==> config.mk <==
export PLATFORM = sky130hd
export DESIGN_NAME = gx_carrier_sense
export DESIGN_NICKNAME = d
export VERILOG_FILES = /design/src/rtl/gx_carrier_sense.sv
export SDC_FILE = /design/constraint.sdc
export NUM_CORES = 1
export LEC_CHECK = 0
export BUFFER_PORTS_ARGS = -buffer_cell sky130_fd_sc_hd__buf_2
export CORE_MARGIN = 1.5
export CORE_UTILIZATION = 30
export CTS_CLUSTER_DIAMETER = 60
export DETAILED_ROUTE_END_ITERATION = 12
export GPL_TIMING_DRIVEN = 0
export PLACE_DENSITY_LB_ADDON = 0.05
export SYNTH_ARGS = -nofsm -noshare
export SYNTH_HDL_FRONTEND = slang
export SYNTH_SLANG_ARGS = --single-unit
==> constraint.sdc <==
create_clock -name clk -period 9.6 [get_ports clk]
set_input_delay 1.44 -clock clk [delete_from_list [all_inputs] [get_ports clk]]
set_output_delay 1.44 -clock clk [all_outputs]
set_load 0.05 [all_outputs]
==> src/rtl/gx_carrier_sense.sv <==
module gx_carrier_sense #(
  parameter int CG_W     = 10,
  parameter int BYTE_W   = 8,
  parameter int MIN_DIST = 2,
  parameter int MAX_DIST = 9,
  parameter logic [CG_W-1:0] COMMA_NEG = 10'b0011111010,
  parameter logic [CG_W-1:0] COMMA_POS = 10'b1100000101
) (
  input  logic              clk,
  input  logic              rst_n,
  input  logic [CG_W-1:0]   cg_i,
  input  logic              even_i,
  input  logic              rd_pos_i,
  input  logic [BYTE_W-1:0] byte_i,
  input  logic              is_k_i,
  input  logic              cg_err_i,
  input  logic              disp_err_i,
  output logic              carrier_o,
  output logic [BYTE_W-1:0] byte_o,
  output logic              is_k_o,
  output logic              cg_err_o,
  output logic              disp_err_o,
  output logic              even_o
);

  localparam int DW = $clog2(CG_W + 1);
  localparam logic [DW-1:0] LO = DW'(MIN_DIST);
  localparam logic [DW-1:0] HI = DW'(MAX_DIST);

  function automatic logic [DW-1:0] ones(input logic [CG_W-1:0] v);
    logic [DW-1:0] n;
    n = '0;
    for (int b = 0; b < CG_W; b++) n = n + DW'(v[b]);
    return n;
  endfunction

  logic [CG_W-1:0]   s1_cg;
  logic              s1_even, s1_rd, s1_k, s1_cerr, s1_derr;
  logic [BYTE_W-1:0] s1_byte;

  logic [DW-1:0] d_neg, d_pos, d_exp;
  logic          both_far, exp_band, hit;

  assign d_neg    = ones(s1_cg ^ COMMA_NEG);
  assign d_pos    = ones(s1_cg ^ COMMA_POS);
  assign d_exp    = s1_rd ? d_pos : d_neg;
  assign both_far = (d_neg >= LO) && (d_pos >= LO);
  assign exp_band = (d_exp >= LO) && (d_exp <= HI);
  assign hit      = s1_even && (both_far || exp_band);

  always_ff @(posedge clk or negedge rst_n) begin
    if (!rst_n) begin
      s1_cg   <= '0;
      s1_even <= 1'b0;
      s1_rd   <= 1'b0;
      s1_byte <= '0;
      s1_k    <= 1'b0;
      s1_cerr <= 1'b0;
      s1_derr <= 1'b0;
    end else begin
      s1_cg   <= cg_i;
      s1_even <= even_i;
      s1_rd   <= rd_pos_i;
      s1_byte <= byte_i;
      s1_k    <= is_k_i;
      s1_cerr <= cg_err_i;
      s1_derr <= disp_err_i;
    end
  end

  always_ff @(posedge clk or negedge rst_n) begin
    if (!rst_n) begin
      carrier_o  <= 1'b0;
      byte_o     <= '0;
      is_k_o     <= 1'b0;
      cg_err_o   <= 1'b0;
      disp_err_o <= 1'b0;
      even_o     <= 1'b0;
    end else begin
      carrier_o  <= hit;
      byte_o     <= s1_byte;
      is_k_o     <= s1_k;
      cg_err_o   <= s1_cerr;
      disp_err_o <= s1_derr;
      even_o     <= s1_even;
    end
  end

endmodule

==> results of run 1 <==
[layout by cell type (no fill, tap or decap), types with 2 or more instances in the layout]
cell,n
buf_2,37
nand3b_1,2
inv_1,24
ha_1,4
dfrtp_1,36
clkbuf_8,7
fa_1,12
[cell families after synthesis]
group | after synthesis | share of synthesized area [%]
DFF | 36 | 65.3
buffers and inverters | 24 | 6.53
adders and majority gates | 16 | 21.1
AOI/OAI and AO/OA | 8 | 4.17
and+or+nand+nor | 6 | 2.90
[metal layers]
layer | GRT usage (%) | share of wire [%] | vias up | wire length, um
met5 | 0 | 0 | - | 0
met4 | 5.66 | 2.4 | 0 | 48
met3 | 3.70 | 5.4 | 5 | 108
met2 | 15.4 | 48 | 21 | 963
met1 | 11.0 | 44 | 351 | 881
li1 | - | - | 351 | -
[layout make-up]
class | instances | area share (%)
repair buffers | 37 | 10.7
clock buffers | 7 | 5.58
flip-flops and latches | 36 | 52.2
well taps | 52 | 3.77
multi-input cells | 30 | 22.5
inverters | 24 | 5.22
[worst max-delay path, cell delays in order, from the launching register on]
cell	delay, ns
dfrtp_1	0.37
inv_1	0.07
fa_1	0.51
inv_1	0.05
fa_1	0.49
inv_1	0.05
fa_1	0.51
inv_1	0.05
ha_1	0.19
inv_1	0.07
fa_1	0.45
and3b_1	0.21
a31oi_2	0.16
o2111ai_1	0.12
o21ai_1	0.09
[worst paths after layout]
check | endpoint | slack [ns] | depth (start not counted)
worst max-delay path | carrier_o$_DFF_PN0_ | 6.13 | 14
worst min-delay path | byte_o[2]$_DFF_PN0_ | 0.35 | 0
worst max register to register | carrier_o$_DFF_PN0_ | 6.13 | 14
worst min register to register | byte_o[2]$_DFF_PN0_ | 0.35 | 0
max in group asynchronous | s1_cg[1]$_DFF_PN0_ | 7.88 | 1
min in group asynchronous | byte_o[3]$_DFF_PN0_ | 1.24 | 1
[per-stage QoR]
stage	instance area (um^2)	instances
after detailed placement	1630	179
after floorplan	1380	90
after CTS	1730	186
final	1730	186
after global placement	1630	179
after global routing	1730	186
[power by group through the flow]
stage | registers (mW) | clock network, mW | logic (mW)
after floorplan | 0.184 | 0 | 0.0552
after global placement | 0.167 | 0 | 0.0947
after detailed placement | 0.167 | 0 | 0.0977
after CTS | 0.165 | 0.118 | 0.0981
after global routing | 0.165 | 0.123 | 0.109
final | 0.164 | 0.111 | 0.0953
==> reports/qor.txt, run 1 <==
Top-area cell type share of the netlist area = 65.3%
Multi-input gate area = 388 um^2
Ranking of synthesized cells by area = dfrtp_1, fa_1, inv_1
Max Root-Sink Buffers = 2
Die area = 5010 um^2
Switch share = 29.2%
Minimum hold slack = 0.348 ns
Via count = 728
Post-DR vias/cell = 3.91
Post-route clock period utilization = 36.2%
Final Hold Viols = 0
CP startpoint = s1_cg[3]$_DFF_PN0_
DRT Wirelength = 2000 um
Mapped Area = 1380 um^2
Synth cell types = 17
Max Cap Viol = 0
Clk sinks = 36
CTS clk-pin slew, worst paths = 0.07 ns
Number of synthesized flops with an enable pin = 0
CTS Root Cell = clkbuf_8
Hold Crit Class = reg2reg
Placer Congestion = 0.729
Leak pwr = 0.889 nW
Htree depth = 2
Max-slew violations = 0
Die W = 70.8 um
Worst vdd ir = 0.000100 V
Final core occ = 39.4%
Number of flip-flops in the largest register = 10
Post_cts resized = 0
Pre-CTS setup slack = 6.11 ns
Tot Pwr = 0.370 mW
Clock Skew = 0.00227 ns
Num CTS Buffers = 5
DIE HEIGHT = 70.8 um
Synth warn = 0
P_int = 0.262 mW
RSZ-0062 raised after global routing = false
Initial DRC count = 17
Top flop regs = s1_cg x10, byte_o x8, s1_byte x8
Hold buffers post-CTS = 0
Final setup violation count = 0
Num rows = 24
Seq cells post-synth = 36
Boundary Pins = 38
Worst Slack Setup Final = 6.13 ns
Area leader, netlist = dfrtp_1
FF-to-FF Start = s1_cg[3]$_DFF_PN0_
Vias in the first global route = 831
Global-route wire length before repair = 3560 um
Clk pwr share = 29.9%
Crit-path max FO = 3
Most used DFF post-synth = dfrtp_1
CP arrival = 3.68 ns
Sequential share of power = 44.4%
Syn_nets = 131
Largest net degree at the start of global routing = 37
Slew @ Worst Pin = 0.762 ns
Startpoint types = flip-flop
Ys async rst share = 100%
Final ANT Viol Nets = 0
Pwr/cell area = 215 nW/um^2
PortBufs = 37
Starting density of the core = 31.4%
Max Clk Rate = 288 MHz
Clock period minus worst slack = 3.47 ns
Share of cells above drive strength 1 = 33.6%
Setup TNS = 0 ns
Top-count cell post-synth = dfrtp_1
ANT cells = 0
Fill cell count = 431
Worst setup path category = reg2reg
Hold path startpoint = s1_byte[2]$_DFF_PN0_
GRT Util Overall = 9.62%
Initial antenna violation count = 0
Grt total ovfl = 0
Slew HR = 49.2%
Outcome = finished, final reports clean
Post-Synthesis Cells = 90
Critical path endpoint category = flip-flop
CTS tree = built
Post-synth top cells = dfrtp_1, inv_1, fa_1
Final net count = 175
Core area = 4380 um^2
Post-DP HPWL = 1550 um
Critical Path RT = 9.80 ns
Clock insertion delay at the later pin of the skew report = 0.27 ns
Syn_area_per_cell = 15.3 um^2
Postcts setup bufs = 0
Reg area = 901 um^2
Top reg by flops = s1_cg
Seq/Total Area, Yosys = 65.3%
DRC Markers = 0
Routed length per instance = 10.8 um
TritonRoute pass-1 iters = 2
Synth-to-layout area growth = 25.1%
Psw = 0.108 mW
Comb pwr share = 25.7%
(Power assumes the default switching activity.)
==> run 2: changes to the inputs <==
- ABC_AREA: default -> 1
- clock period: 9.6 -> 3.5 ns (I/O delays scaled with it)
==> run 2 against run 1 <==
Net effect: global-route usage up 0.62 points; hold slack worse by 0.035 ns; via count up 6.3%; wire length up 3.6%; highest routed layer unchanged; register-to-register slack worse by 5.9 ns; final cell count up 8.1%; total power rose to 2.8 times the previous value; fmax up 6.2%; sequential power rose to 2.7 times the previous value; critical path depth up 1; worst setup slack worse by 5.9 ns; clock-buffer cell count unchanged.
==> reports/qor.txt, run 2 <==
Outcome = finished, final reports clean
Mapped Area = 1410 um^2 (+2.5%)
Num rows = 24 (unchanged)
Most used DFF post-synth = dfrtp_1
Final instance area = 1760 um^2 (+2.0%)
Global-route wire length before repair = 3910 um (+9.7%)
DRC Markers = 0 (unchanged)
DIE HEIGHT = 71.6 um (+1.2%)
Post-DR vias/cell = 3.85 (-1.6%)
Syn_nets = 146 (+11%)
Critical path endpoint category = flip-flop
CTS tree = built
Top-area cell type share of the netlist area = 63.8% (-1.6 points)
RSZ-0062 raised after global routing = false
Htree depth = 2 (unchanged)
Top flop regs = s1_cg x10, byte_o x8, s1_byte x8
XOR/XNOR Fraction of Synth Area = 0% (unchanged)
Most common library cell in the layout ignoring fill and taps = buf_2
Crit-path max FO = 3 (unchanged)
Grt total ovfl = 0 (unchanged)
Synth Area in Simple Gates = 5.93% (+3.0 points)
Clock period minus worst slack = 3.27 ns (-0.204 ns)
Top-count cell post-synth = dfrtp_1
TritonRoute pass-1 iters = 2 (unchanged)
Setup TNS = 0 ns (unchanged)
Post-placement cell count = 194 (+8.4%)
DRT Wirelength = 2070 um (+3.6%)
Synth warn = 0 (unchanged)
Max-slew violations = 0 (unchanged)
Ys async rst share = 100% (unchanged)
Leak pwr = 0.946 nW (+6.5%)
Number of flip-flops in the largest register = 10 (unchanged)
Die W = 71.6 um (+1.2%)
Clock insertion delay at the later pin of the skew report = 0.27 ns (about the same)
Slew HR = 50.2% (+1.0 points)
CTS Root Cell = clkbuf_8
Post-route clock period utilization = 93.4% (+57 points)
CTS clk-pin slew, worst paths = 0.07 ns (about the same)
Placer Congestion = 0.761 (+4.4%)
Routed length per instance = 10.3 um (-4.2%)
Top reg by flops = s1_cg
Tot Pwr = 1.02 mW (+180%)
Post-synth top cells = dfrtp_1, inv_1, nand2_1
Reg2reg path depth = 15 (+1)
Largest net degree at the start of global routing = 37 (unchanged)
Main combinational cell family by area after synthesis = adder cells
Fin cells = 201 (+8.1%)
Adder-cell share of the synthesized area = 20.5% (-0.50 points)
Max Root-Sink Buffers = 2 (unchanged)
Pwr/cell area = 581 nW/um^2 (+170%)
Reg-to-reg endpoint = carrier_o$_DFF_PN0_
Synth-to-layout area growth = 24.5%
Core area = 4440 um^2 (+1.4%)
R2r setup slk = 0.23 ns (-5.90 ns)
Initial antenna violation count = 0 (unchanged)
Area after DPL = 1660 um^2 (+2.1%)
FF-to-FF Start = s1_cg[1]$_DFF_PN0_
Final setup violation count = 0 (unchanged)
Worst vdd ir = 0.000267 V (+170%)
Hold Crit Class = in2async
Pre-CTS setup slack = 0.202 ns (-5.91 ns)
GRT Util Overall = 10.2% (+0.62 points)
CP arrival = 3.44 ns (-0.24 ns)
Worst setup path category = reg2reg
Clock Skew = 0.00172 ns (-0.000547 ns)
Startpoint types = flip-flop
Seq/Total Area, Yosys = 63.8% (-1.6 points)
Final net count = 190 (+8.6%)
Post_cts resized = 0 (unchanged)
Die area = 5130 um^2 (+2.3%)
Post-Synthesis Cells = 105 (+17%)
ANT cells = 0 (unchanged)
Compound-Gate Fraction of Synth Area = 1.24% (-2.9 points)
Worst Slack Setup Final = 0.229 ns (-5.90 ns)
Area leader, netlist = dfrtp_1
Max Clk Rate = 306 MHz (+6.2%)
CP startpoint = s1_cg[1]$_DFF_PN0_
PortBufs = 37 (unchanged)
Initial DRC count = 15 (-2)
Boundary Pins = 38 (unchanged)
Most frequent cells in the layout = buf_2, dfrtp_1, inv_1
Syn_area_per_cell = 13.5 um^2 (-12%)
Postcts setup bufs = 0 (unchanged)
Number of synthesized flops with an enable pin = 0 (unchanged)
Slew @ Worst Pin = 0.747 ns (-0.0153 ns)
Critical Path RT = 3.67 ns (-6.13 ns)
Starting density of the core = 31.8% (+0.34 points)
CP Capture Point = carrier_o$_DFF_PN0_
Final ANT Viol Nets = 0 (unchanged)
Vias in the first global route = 923 (+11%)
Seq cells post-synth = 36 (unchanged)
Mux contribution to synthesized area = 0% (unchanged)
Clk sinks = 36 (unchanged)
Ranking of synthesized cells by area = dfrtp_1, fa_1, inv_1
Max Cap Viol = 0 (unchanged)
Hold buffers post-CTS = 0 (unchanged)
Final Hold Viols = 0 (unchanged)
Via count = 774 (+6.3%)
Share of cells above drive strength 1 = 31.5% (-2.0 points)
Post-DP HPWL = 1600 um (+3.6%)
Synth cell types = 10 (-7)
Num CTS Buffers = 5 (unchanged)
==> run 2: cell count changes in the layout (fill, tap and decap cells not counted), moves of 2 or more <==
cell / previous run / this run
nand3_1: 0 / 3
nand3b_1: 2 / 0
inv_1: 24 / 32
nand2_1: 0 / 13
a21oi_2: 0 / 2
==> run 2: how the worst min path moves through the flow <==
stage / start / to / slack (ns) / cells past startpoint
after floorplan: rst_n / byte_o[0]$_DFF_PN0_ / 0.23 / 0
after global routing: byte_i[3] / s1_byte[3]$_DFF_PN0_ / 0.33 / 1
after CTS: rst_n / s1_cg[4]$_DFF_PN0_ / 0.34 / 1
after global placement: s1_byte[5]$_DFF_PN0_ / byte_o[5]$_DFF_PN0_ / 0.33 / 0
final: rst_n / s1_byte[2]$_DFF_PN0_ / 0.31 / 1
after detailed placement: s1_derr$_DFF_PN0_ / disp_err_o$_DFF_PN0_ / 0.34 / 0
==> run 2: final cells by class <==
cell class / count / area [um^2]
fillers: 437 / 2690
flip-flops and latches: 36 / 901
multi-input cells: 37 / 392
repair buffers: 37 / 185
inverters: 32 / 120
clock buffers: 7 / 96.3
well taps: 52 / 65.1
==> run 2: power by group <==
group          internal [mW]  leakage [nW]  switching, mW
sequential             0.441         0.420        0.00767
combinational         0.0985         0.476          0.168
clock                  0.175        0.0503          0.132
total                  0.715         0.946          0.307
==> run 2: critical path, stage by stage, from the launching register on <==
cell     delay [ns]
dfrtp_1        0.32
inv_1          0.08
fa_1           0.54
inv_1          0.05
fa_1           0.51
inv_1          0.06
fa_1           0.44
inv_1          0.07
ha_1           0.15
inv_1          0.05
fa_1           0.47
nand3_1        0.11
nor2_1         0.13
nand2_1        0.06
nand2_1        0.06
a21oi_2        0.05
==> run 2: logic make-up after synthesis <==
family	count (synthesis)
flip-flops	36
buffers and inverters	32
AND/OR/NAND/NOR	19
adder cells (fa/ha/maj)	16
AO/OA/AOI/OAI	2
==> run 2: stage by stage <==
stage	hold slack [ns]	utilization (%)
finish	0.313	39.6
global route	0.332	39.6
CTS	0.339	39.6
detailed placement	0.336	37.4
global placement	0.332	37.4
floorplan	0.229	-
==> run 2: per-layer routing <==
metal	routed length [um]	share of wire, %	track usage [%]
met5	0	0	0
met4	45	2.2	4.40
met3	137	6.6	5.06
met2	988	48	16.4
met1	899	43	11.7
